<file path="src/rtl/pcond_pkg.sv">
// Shared constants for the pin conditioner.
// The pin and pending-bit positions are fixed, because the consumer decodes them.
package pcond_pkg;
    localparam int NUM_PINS = 6;
    localparam int PEND_W   = 4;

    // pin indices
    localparam int PIN_EXT  = 0;
    localparam int PIN_SMI  = 1;
    localparam int PIN_MCK  = 2;
    localparam int PIN_CSTP = 3;
    localparam int PIN_HRST = 4;
    localparam int PIN_SRST = 5;

    // pending-bit positions
    localparam int PB_EXT  = 0;
    localparam int PB_SMI  = 1;
    localparam int PB_MCK  = 2;
    localparam int PB_SRST = 3;

    // level each pin is taken to hold after reset (active-low pins idle high)
    localparam logic [NUM_PINS-1:0] RST_LEVELS = 6'b011000;
endpackage

</file>
<file path="src/rtl/pcond_change_det.sv">
// Stored-level register and change detector.
// It compares a single-pin update with the stored level of that pin and flags a
// rising or falling change. Indices at or above NUM_PINS match no pin.
// It assumes the updates are synchronous to clk.
module pcond_change_det
    import pcond_pkg::*;
#(
    parameter int IDX_W = 3
) (
    input  logic                clk,
    input  logic                rst_n,
    input  logic                upd_vld_i,
    input  logic [IDX_W-1:0]    upd_idx_i,
    input  logic                upd_lvl_i,
    output logic [NUM_PINS-1:0] rise_o,
    output logic [NUM_PINS-1:0] fall_o
);
    logic [NUM_PINS-1:0] lvl_q;
    logic [NUM_PINS-1:0] hit;

    for (genvar i = 0; i < NUM_PINS; i++) begin : g_pin
        // decode: this pin is addressed by the current update
        assign hit[i]    = upd_vld_i && (upd_idx_i == IDX_W'(i));
        // change flags against the stored level
        assign rise_o[i] = hit[i] &&  upd_lvl_i && !lvl_q[i];
        assign fall_o[i] = hit[i] && !upd_lvl_i &&  lvl_q[i];

        // keep the last accepted level of the pin
        always_ff @(posedge clk) begin
            if (!rst_n)
                lvl_q[i] <= RST_LEVELS[i];
            else if (rise_o[i] || fall_o[i])
                lvl_q[i] <= upd_lvl_i;
        end
    end
endmodule

</file>
<file path="src/rtl/pcond_pend_reg.sv">
// Pending-interrupt register.
// The level pins follow their accepted changes. The machine check bit is set by
// a falling change and held until acknowledged, and a set wins over an acknowledge.
module pcond_pend_reg
    import pcond_pkg::*;
(
    input  logic                clk,
    input  logic                rst_n,
    input  logic [NUM_PINS-1:0] rise_i,
    input  logic [NUM_PINS-1:0] fall_i,
    input  logic                mck_ack_i,
    output logic [PEND_W-1:0]   pend_o
);
    logic [PEND_W-1:0] pend_q;

    // level-following bits: external, system management, soft reset
    always_ff @(posedge clk) begin
        if (!rst_n) begin
            pend_q[PB_EXT]  <= 1'b0;
            pend_q[PB_SMI]  <= 1'b0;
            pend_q[PB_SRST] <= 1'b0;
        end else begin
            if (rise_i[PIN_EXT])       pend_q[PB_EXT]  <= 1'b1;
            else if (fall_i[PIN_EXT])  pend_q[PB_EXT]  <= 1'b0;
            if (rise_i[PIN_SMI])       pend_q[PB_SMI]  <= 1'b1;
            else if (fall_i[PIN_SMI])  pend_q[PB_SMI]  <= 1'b0;
            if (rise_i[PIN_SRST])      pend_q[PB_SRST] <= 1'b1;
            else if (fall_i[PIN_SRST]) pend_q[PB_SRST] <= 1'b0;
        end
    end

    // sticky machine check bit: set on a falling change, cleared by acknowledge
    always_ff @(posedge clk) begin
        if (!rst_n)
            pend_q[PB_MCK] <= 1'b0;
        else if (fall_i[PIN_MCK])
            pend_q[PB_MCK] <= 1'b1;
        else if (mck_ack_i)
            pend_q[PB_MCK] <= 1'b0;
    end

    assign pend_o = pend_q;
endmodule

</file>
<file path="src/rtl/pcond_core_ctl.sv">
// Core control outputs.
// Checkstop (active low) holds halt while it is low. A falling change on hard
// reset gives a one-cycle reset pulse.
module pcond_core_ctl
    import pcond_pkg::*;
(
    input  logic                clk,
    input  logic                rst_n,
    input  logic [NUM_PINS-1:0] rise_i,
    input  logic [NUM_PINS-1:0] fall_i,
    output logic                halt_o,
    output logic                core_rst_o
);
    logic halt_q;
    logic crst_q;

    // halt follows the checkstop changes
    always_ff @(posedge clk) begin
        if (!rst_n)
            halt_q <= 1'b0;
        else if (fall_i[PIN_CSTP])
            halt_q <= 1'b1;
        else if (rise_i[PIN_CSTP])
            halt_q <= 1'b0;
    end

    // one-cycle pulse on each hard reset assertion
    always_ff @(posedge clk) begin
        if (!rst_n)
            crst_q <= 1'b0;
        else
            crst_q <= fall_i[PIN_HRST];
    end

    assign halt_o     = halt_q;
    assign core_rst_o = crst_q;
endmodule

</file>
<file path="src/rtl/pin_cond.sv">
// Processor interrupt pin conditioner, top level.
// It turns single-pin level updates into pending-interrupt bits, a summary
// request, a halt level and a core reset pulse. Updates must be synchronous to clk.
// Every output is registered or a reduction of registers, so an update takes
// effect at the clock edge that samples it.
module pin_cond
    import pcond_pkg::*;
#(
    parameter int IDX_W = 3
) (
    input  logic              clk,
    input  logic              rst_n,
    input  logic              upd_vld_i,
    input  logic [IDX_W-1:0]  upd_idx_i,
    input  logic              upd_lvl_i,
    input  logic              mck_ack_i,
    output logic [PEND_W-1:0] pend_o,
    output logic              irq_o,
    output logic              halt_o,
    output logic              core_rst_o
);
    logic [NUM_PINS-1:0] rise;
    logic [NUM_PINS-1:0] fall;

    pcond_change_det #(.IDX_W(IDX_W)) u_det (
        .clk       (clk),
        .rst_n     (rst_n),
        .upd_vld_i (upd_vld_i),
        .upd_idx_i (upd_idx_i),
        .upd_lvl_i (upd_lvl_i),
        .rise_o    (rise),
        .fall_o    (fall)
    );

    pcond_pend_reg u_pend (
        .clk       (clk),
        .rst_n     (rst_n),
        .rise_i    (rise),
        .fall_i    (fall),
        .mck_ack_i (mck_ack_i),
        .pend_o    (pend_o)
    );

    pcond_core_ctl u_ctl (
        .clk        (clk),
        .rst_n      (rst_n),
        .rise_i     (rise),
        .fall_i     (fall),
        .halt_o     (halt_o),
        .core_rst_o (core_rst_o)
    );

    // summary request: any pending bit
    assign irq_o = |pend_o;
endmodule

</file>
<file path="config.mk">
export PLATFORM = sky130hd
export DESIGN_NAME = pin_cond
export DESIGN_NICKNAME = d
export VERILOG_FILES = /design/src/rtl/pcond_pkg.sv /design/src/rtl/pcond_change_det.sv /design/src/rtl/pcond_pend_reg.sv /design/src/rtl/pcond_core_ctl.sv /design/src/rtl/pin_cond.sv
export SDC_FILE = /design/constraint.sdc
export NUM_CORES = 1
export LEC_CHECK = 0
export BUFFER_PORTS_ARGS = -buffer_cell sky130_fd_sc_hd__clkbuf_2
export CAP_MARGIN = 20
export CELL_PAD_IN_SITES_DETAIL_PLACEMENT = 0
export CELL_PAD_IN_SITES_GLOBAL_PLACEMENT = 1
export CORE_MARGIN = 2
export CORE_UTILIZATION = 30
export DETAILED_ROUTE_END_ITERATION = 8
export HOLD_SLACK_MARGIN = 0.15
export PLACE_DENSITY = 0.63
export SYNTH_ARGS = -nofsm -noshare
export SYNTH_HDL_FRONTEND = slang
export SYNTH_SLANG_ARGS = --single-unit
</file>
<file path="constraint.sdc">
create_clock -name clk -period 1.3 [get_ports clk]
set_clock_uncertainty 0.1 [all_clocks]
set_input_delay 0.065 -clock clk [delete_from_list [all_inputs] [get_ports clk]]
set_output_delay 0.065 -clock clk [all_outputs]
set_load 0.02 [all_outputs]
</file>
==> results.cfg, run 1 <==
[synthesis]
synth.yosys.warnings = 0
register_bit_count_reported_by_yosys = 12
yosys.area.top_type = dfxtp_1
synth_compound_gate_area_share = 0.120
synth_nets = 65
syn_avg_cell_area_um2 = 9.55
post_synth_fa_ha_maj_area_fraction = 0
post_synth_xor_xnor_area = 0
area_share_of_the_largest_cell_type_after_synthesis = 0.441
yosysUniqueCellTypes = 21
mappedNetlistArea_um2 = 544
syn-instance-count = 57
synth.mux.area_fraction = 0.0920
yosys.area_share.simple = 0.299
ys_top_cells_by_area = dfxtp_1 44%, mux2i_1 9.2%, and4bb_1 6.9%
largest_family_of_logic_cells_by_synthesized_area = simple AND/OR/NAND/NOR gates
synth_sequential_area_ratio = 0.441

[power_and_ir_drop]
cellLeakagePower_nw = 0.334
power.ir.vdd_worst_uv = 765
cellPowerDensity_nw_per_um2 = 1160

[floorplanning]
die_h_um = 46.6
die-area_um2 = 2170
coreArea_um2 = 1710
placement_rows = 15
initial_cell_density_of_the_core = 0.319
die-width_um = 46.6
floorplan.io_pins = 15

[clock_network]
cts_num_sinks = 12
cts_tree = yes
htree_levels = 1
numCtsBuffers = 3
clock_insertion_delay_worst_skew_ps = 270
clkTransAtPathRegs_ps = 80
clock_tree.buffer_depth = 2
clk_root_buffer_cell = clkbuf_4

[job]
cap_viol_max_count = 0

[sta]
timing_max_transition_violations_final = 0
setup_repair_after_global_routing_missed_its_margin = yes
total_count_of_hold_check_failures_in_the_final_report = 0
worst_slack_ps = -144
setup-tns-final_ps = -144
slew_headroom = 0.734
max_slew.worst_pin.slew_ps = 398
finalSetupViolations = 1
fmax_mhz = 693
period_minus_slack_ps = 1440
timing.final.crit_share = 1.11

[setup_path]
worst_path_largest_cell_delay_ps = 530
cpMaxStageDelayCell = or4_4
worst_setup_path_start_kind = register
critical_path_data_arrival_time_ps = 1280
criticalPathCategory = register to output port
path_buf_inv = 1
timing.critical_path.required_ps = 1130
worstSetupEndpointType = output port
crit_path_cell_trace = or4_4 -> buf_8
critPathTopFamily = simple AND/OR/NAND/NOR gates
top_fanout_value_on_the_critical_path = 2

[global_route]
maximum_number_of_pins_on_one_net_before_global_route_repair = 9
aggregate_global_routing_overflow = 0
first_global_vias = 442
antenna_found_initial = 0
global_route_wire_length_before_repair_um = 2000
gr-usage-all-layers = 0.140

[cells_and_area]
mostFrequentLayoutCells = 12 x clkbuf_2, 10 x dfxtp_1, 6 x inv_1
final_core_utilization = 0.459
fin_nets = 93
antennaDiodeCount = 0
fillerInstances = 182
layout.cells.non_filler = 109
mostFrequentLayoutCell = clkbuf_2
final_layout_size_suffix_gt1_frac = 0.333
syn2layout_area_growth_pct = 44.1

[place]
gp_congestion = 0.652
placedCellCount = 98
place_ws_ps = 139
portBuffers = 14
dp_hpwl_um = 914

[detailed_routing]
vias = 518
drtAntennaViolNets = 0
drt-initial-drc-count = 7
wl_per_cell_um = 11.3
drc_errors = 0
drt-vias-per-instance = 4.75
drt_wl_total_um = 1230
detail_route.first_pass.iterations = 4

[worst_hold_path]
timing.hold.worst.class = input port to register

[status]
outcome = finished with violations
failed_checks = setup timing
power breakdown:
group | internal, mW | leakage [nW] | switching, mW | total [mW]
logic | 0.105 | 0.214 | 0.102 | 0.207
registers | 0.391 | 0.0984 | 0.0132 | 0.404
clock network | 0.170 | 0.0210 | 0.129 | 0.300
total | 0.666 | 0.334 | 0.244 | 0.911
worst reg2reg max path, stage by stage (launching register included):
cell     delay, ps
dfxtp_1        320
or3_1          350
a31oi_1        160
area by class of cell:
| type | count | area (um^2) | share of cell area |
|---|---|---|---|
| Timing Repair Buffer | 24 | 170 | 0.217 |
| Tap cell | 25 | 31.3 | 0.0399 |
| Sequential cell | 12 | 243 | 0.309 |
| Inverter | 6 | 22.5 | 0.0287 |
| Clock buffer | 4 | 36.3 | 0.0463 |
| Multi-Input combinational cell | 38 | 282 | 0.359 |
kinds of logic (layout without fill, tap and decap cells):
| group | after synthesis | after routing |
|---|---|---|
| and+or+nand+nor | 23 | 23 |
| AOI/OAI and AO/OA | 10 | 10 |
| DFF | 12 | 12 |
| muxes | 5 | 5 |
| buffers and inverters | 7 | 34 |
synth_stat cells:
cell type,count
dfxtp_1,12
inv_1,6
mux2i_1,5
nand2_1,5
nor2_1,5
a31oi_1,3
and4bb_1,3
o211ai_1,3
o21ai_0,3
a32oi_1,1
and4_1,1
clkbuf_1,1
nand2b_1,1
nand3_1,1
nand4_1,1
nand4b_1,1
nand4b_2,1
nor4b_2,1
or3_1,1
or3b_1,1
or4_1,1
state kept, by name, indices dropped and copies added (netlist names):
signal	flops
u_ctl.halt_o	1
u_det.lvl_q	6
u_pend.pend_o	4
u_ctl.core_rst_o	1
final timing paths:
kind	from	end	slack, ps	cells past startpoint
hold / removal	upd_vld_i	u_det.lvl_q[3]$_SDFFE_PN1P_	110	4
hold reg to reg	u_det.lvl_q[4]$_SDFFE_PN1P_	u_det.lvl_q[4]$_SDFFE_PN1P_	380	2
setup reg to reg	u_det.lvl_q[5]$_SDFFE_PN0P_	u_pend.pend_o[3]$_SDFFE_PN0P_	300	2
setup / recovery	u_pend.pend_o[3]$_SDFFE_PN0P_	irq_o	-140	2
through the flow:
step | hold slack (ps) | power, mW | instance area, um^2
CTS | 101 | 0.911 | 777
floorplan | 26.9 | 0.500 | 544
global route | 112 | 0.956 | 785
global placement | 207 | 0.564 | 664
detailed placement | 209 | 0.565 | 664
finish | 106 | 0.911 | 785
routing by layer:
layer | vias to the layer above | global-route usage | wire length (um)
li1 | 263 | - | -
met5 | - | 0 | 0
met4 | 0 | 0.0686 | 22
met1 | 244 | 0.162 | 560
met3 | 2 | 0.0588 | 53
met2 | 9 | 0.219 | 597
timing repair:
action / 4_1_cts / 5_1_grt
hold endpoints to repair: 10 / 2
gates resized for setup: 4 / 4
buffers inserted: 2 / 0
setup endpoints to repair: 1 / 3
pin swaps: 0 / 1
hold buffers: 5 / 1
Power figures use the tool's default switching activity.
==> run 2, diff against run 1 <==
- BUFFER_PORTS_ARGS: -buffer_cell sky130_fd_sc_hd__clkbuf_2 -> -buffer_cell sky130_fd_sc_hd__buf_2
- RECOVER_POWER: not set -> 50
==> results.cfg, run 2 (synthesized netlist as in run 1, its figures left out) <==
[detailed_routing]
drc_errors = 0
drt_wl_total_um = 1220
drt-vias-per-instance = 4.68
detail_route.first_pass.iterations = 4
vias = 510
drt-initial-drc-count = 7
wl_per_cell_um = 11.2
drtAntennaViolNets = 0

[global_route]
global_route_wire_length_before_repair_um = 2040
first_global_vias = 436
aggregate_global_routing_overflow = 0
gr-usage-all-layers = 0.142
antenna_found_initial = 0
maximum_number_of_pins_on_one_net_before_global_route_repair = 10

[clock_network]
clk_root_buffer_cell = clkbuf_4
clkTransAtPathRegs_ps = 70
clock_tree.buffer_depth = 2
cts_tree = yes
htree_levels = 1
numCtsBuffers = 3
cts_num_sinks = 12
clock_insertion_delay_worst_skew_ps = 270

[setup_path]
timing.critical_path.required_ps = 1130
cpMaxStageDelayCell = or4_4
crit_path_cell_trace = or4_4 -> buf_6
timing.reg2reg.worst_path_depth = 2
criticalPathCategory = register to output port
worstSetupEndpointType = output port
top_fanout_value_on_the_critical_path = 2
timing.reg2reg.setup_slack_ps = 300
rr_endpoint = u_ctl.halt_o$_SDFFE_PN0P_
worst_path_largest_cell_delay_ps = 520
worst_r2r_startpoint = u_det.lvl_q[3]$_SDFFE_PN1P_
worst_setup_path_start_kind = register
critical_path_data_arrival_time_ps = 1270

[cells_and_area]
fin_nets = 94
final_core_utilization = 0.448
syn2layout_area_growth_pct = 40.5
fillerInstances = 187
final_layout_size_suffix_gt1_frac = 0.250
top_register = u_det.lvl_q
area_used_by_sequential_logic_in_the_layout_um2 = 244
largest_register_ffs = 6
mostFrequentLayoutCells = 9 x dfxtp_1, 7 x buf_2, 7 x clkbuf_1, 6 x inv_1, 6 x dlygate4sd3_1
mostFrequentLayoutCell = dfxtp_1
antennaDiodeCount = 0
multi_input_comb_area_um2 = 282

[power_and_ir_drop]
power.ir.vdd_worst_uv = 687
cellPowerDensity_nw_per_um2 = 1060
cellLeakagePower_nw = 0.309

[place]
gp_congestion = 0.654
portBuffers = 14
dp_hpwl_um = 882

[sta]
worst_slack_ps = -131
finalSetupViolations = 1
setup-tns-final_ps = -131
setup_repair_after_global_routing_missed_its_margin = yes
timing.final.crit_share = 1.10
timing_max_transition_violations_final = 0
fmax_mhz = 699
total_count_of_hold_check_failures_in_the_final_report = 0
slew_headroom = 0.751
period_minus_slack_ps = 1430
max_slew.worst_pin.slew_ps = 373

[floorplanning]
coreArea_um2 = 1710
die-width_um = 46.6
placement_rows = 15
floorplan.io_pins = 15
die-area_um2 = 2170
initial_cell_density_of_the_core = 0.319
die_h_um = 46.6

[worst_hold_path]
hold_depth = 4
hold_start = upd_idx_i[2]
timing.hold.worst.class = input port to register
worst_min_delay_path_endpoint = u_pend.pend_o[0]$_SDFFE_PN0P_

[status]
outcome = finished with violations
failed_checks = setup timing

[job]
cap_viol_max_count = 0
run 2: layout make-up:
class	count	share of cell area
Timing Repair Buffer	25	0.213
Sequential cell	12	0.319
Tap cell	25	0.0409
Inverter	6	0.0295
Clock buffer	3	0.0295
Multi-Input combinational cell	38	0.368
run 2: worst max-delay path by stage:
stage                                              to  slack (ps)                          start  cells after the start
after floorplan                                 irq_o         110  u_pend.pend_o[1]$_SDFFE_PN0P_                      1
after global routing                            irq_o        -160  u_pend.pend_o[3]$_SDFFE_PN0P_                      2
final                                           irq_o        -130  u_pend.pend_o[3]$_SDFFE_PN0P_                      2
after detailed placement  u_det.lvl_q[0]$_SDFFE_PN0P_         160                   upd_idx_i[0]                      4
after CTS                                       irq_o        -140  u_pend.pend_o[2]$_SDFFE_PN0P_                      2
after global placement                          irq_o         160  u_pend.pend_o[1]$_SDFFE_PN0P_                      2
run 2: repair_timing:
item	in CTS	in global routing
hold buffers	7	1
setup buffers	1	1
pin swaps	1	2
hold endpoints to repair	9	3
gates resized for setup	5	3
endpoints found under the setup margin	1	3
run 2: power by group:
group	internal, mW	switching [mW]
registers	0.390	0.0154
clock network	0.107	0.116
logic	0.0877	0.0953
total	0.585	0.227
run 2: routing by layer:
metal / vias up / track usage / part of all wire / wire [um]
met3: 3 / 0.0706 / 0.052 / 63
met2: 9 / 0.197 / 0.46 / 562
met5: - / 0 / 0 / 0
met4: 0 / 0.0914 / 0.014 / 17
li1: 265 / - / - / -
met1: 233 / 0.171 / 0.47 / 580
run 2: critical path, delay by kind of cell (launching register included):
family | cells | cell delay, ps
flops | 1 | 320
simple gates | 1 | 520
buf+inv | 1 | 140
run 2: through the flow:
step / setup slack (ps) / hold slack [ps] / std cells / power [mW] / cell area [um^2]
final: -131 / 93.1 / 109 / 0.812 / 764
after global routing: -164 / 116 / 109 / 0.868 / 764
after CTS: -139 / 95.2 / 109 / 0.822 / 777
after detailed placement: 158 / 208 / 98 / 0.564 / 664
after global placement: 164 / 199 / 98 / 0.563 / 664
after floorplan: 112 / 26.9 / 57 / 0.500 / 544
==> run 3, diff against run 2 <==
- CORE_ASPECT_RATIO: not set -> 1.2
- GPL_TIMING_DRIVEN: not set -> 1
- REMOVE_ABC_BUFFERS: not set -> 1
==> results.cfg, run 3 (synthesized netlist as in run 1, its figures left out) <==
[cells_and_area]
layout.cell_area.non_filler_um2 = 763
fillerInstances = 182
mostFrequentLayoutCell = dfxtp_1
mostFrequentLayoutCells = 10 x dfxtp_1, 8 x dlygate4sd3_1, 7 x buf_2, 6 x inv_1, 6 x clkbuf_1
largest_register_ffs = 6
antennaDiodeCount = 0
final_layout_size_suffix_gt1_frac = 0.238
top_register = u_det.lvl_q
fin_nets = 94
syn2layout_area_growth_pct = 40.2
layout.cells.non_filler = 102

[floorplanning]
die-area_um2 = 2170
die-width_um = 42.9
coreArea_um2 = 1660
die_h_um = 50.7
initial_cell_density_of_the_core = 0.328
floorplan.io_pins = 15
placement_rows = 16

[setup_path]
cpMaxStageDelayCell = or4_4
crit_path_cell_trace = or4_4 -> buf_6
timing.critical_path.required_ps = 1130
criticalPathCategory = register to output port
worst_path_largest_cell_delay_ps = 510
critical_path_data_arrival_time_ps = 1260
worst_setup_path_start_kind = register
top_fanout_value_on_the_critical_path = 4
path_buf_inv = 1
worstSetupEndpointType = output port
critPathTopFamily = simple AND/OR/NAND/NOR gates

[clock_network]
clkTransAtPathRegs_ps = 70
cts_num_sinks = 12
clock_insertion_delay_worst_skew_ps = 270
clock_tree.buffer_depth = 2
cts_tree = yes
htree_levels = 1
numCtsBuffers = 3
clk_root_buffer_cell = clkbuf_4

[detailed_routing]
drc_errors = 0
drtAntennaViolNets = 0
wl_per_cell_um = 13.3
detail_route.first_pass.iterations = 4
vias = 519
drt-initial-drc-count = 5
drt-vias-per-instance = 5.09
drt_wl_total_um = 1350

[sta]
max_slew.worst_pin.slew_ps = 358
worst_slack_ps = -126
setup-tns-final_ps = -126
setup_repair_after_global_routing_missed_its_margin = yes
timing.final.crit_share = 1.10
timing_max_transition_violations_final = 0
period_minus_slack_ps = 1430
finalSetupViolations = 1
total_count_of_hold_check_failures_in_the_final_report = 0
fmax_mhz = 701
slew_headroom = 0.761

[worst_hold_path]
timing.hold.worst.class = input port to register

[power_and_ir_drop]
power.ir.vdd_worst_uv = 806
cellPowerDensity_nw_per_um2 = 1090
post-layout-total-power_mw = 0.832
cellLeakagePower_nw = 0.309

[global_route]
first_global_vias = 468
global_route_wire_length_before_repair_um = 2070
maximum_number_of_pins_on_one_net_before_global_route_repair = 9
antenna_found_initial = 0
aggregate_global_routing_overflow = 0
gr-usage-all-layers = 0.130

[place]
dp_hpwl_um = 919
portBuffers = 14
placed_area_um2 = 641
gp_congestion = 0.664
placedCellCount = 89

[job]
cap_viol_max_count = 0

[status]
failed_checks = setup timing
outcome = finished with violations
run 3: power breakdown:
| group | switching (mW) | internal, mW |
|---|---|---|
| Clock | 0.124 | 0.107 |
| Sequential | 0.0150 | 0.391 |
| Combinational | 0.0980 | 0.0964 |
run 3: timing repair:
action,4_1_cts,5_1_grt
hold buffers,8,1
pin swaps,0,1
setup buffers,1,1
endpoints found under the setup margin,1,2
hold endpoints to repair,8,3
gates resized for setup,5,1
gates cloned,0,0
run 3: worst paths after layout:
check | from | end | slack, ps | cells after the start
max | u_pend.pend_o[3]$_SDFFE_PN0P_ | irq_o | -130 | 2
min | upd_idx_i[2] | u_pend.pend_o[0]$_SDFFE_PN0P_ | 100 | 4
max reg2reg | u_det.lvl_q[5]$_SDFFE_PN0P_ | u_pend.pend_o[3]$_SDFFE_PN0P_ | 280 | 2
min reg2reg | u_det.lvl_q[4]$_SDFFE_PN1P_ | u_det.lvl_q[4]$_SDFFE_PN1P_ | 370 | 2
run 3: metrics by stage:
stage / setup WS (ps) / utilization / hold WS, ps
after floorplan: 112 / - / 26.9
after global placement: 153 / 0.386 / 199
after detailed placement: 146 / 0.386 / 205
after CTS: -136 / 0.459 / 85.1
after global routing: -168 / 0.459 / 113
final: -126 / 0.459 / 98.5
run 3: worst reg2reg max path, cell delays in order (launching register included):
cell     delay, ps
dfxtp_1        330
or3_1          350
a31oi_1        160
run 3: final cells by class:
type	instances	area (um^2)	area share
tap	18	22.5	0.0295
clock buffer	3	22.5	0.0295
multi-input combinational	38	282	0.369
inverter	6	22.5	0.0295
sequential	12	243	0.318
timing repair buffer	25	171	0.225
run 3: routing by layer:
metal | track usage | routed length (um) | share of wire
met5 | 0 | 0 | 0
met2 | 0.217 | 604 | 0.45
met3 | 0.0612 | 103 | 0.076
met4 | 0.0313 | 0 | 0
met1 | 0.148 | 645 | 0.48
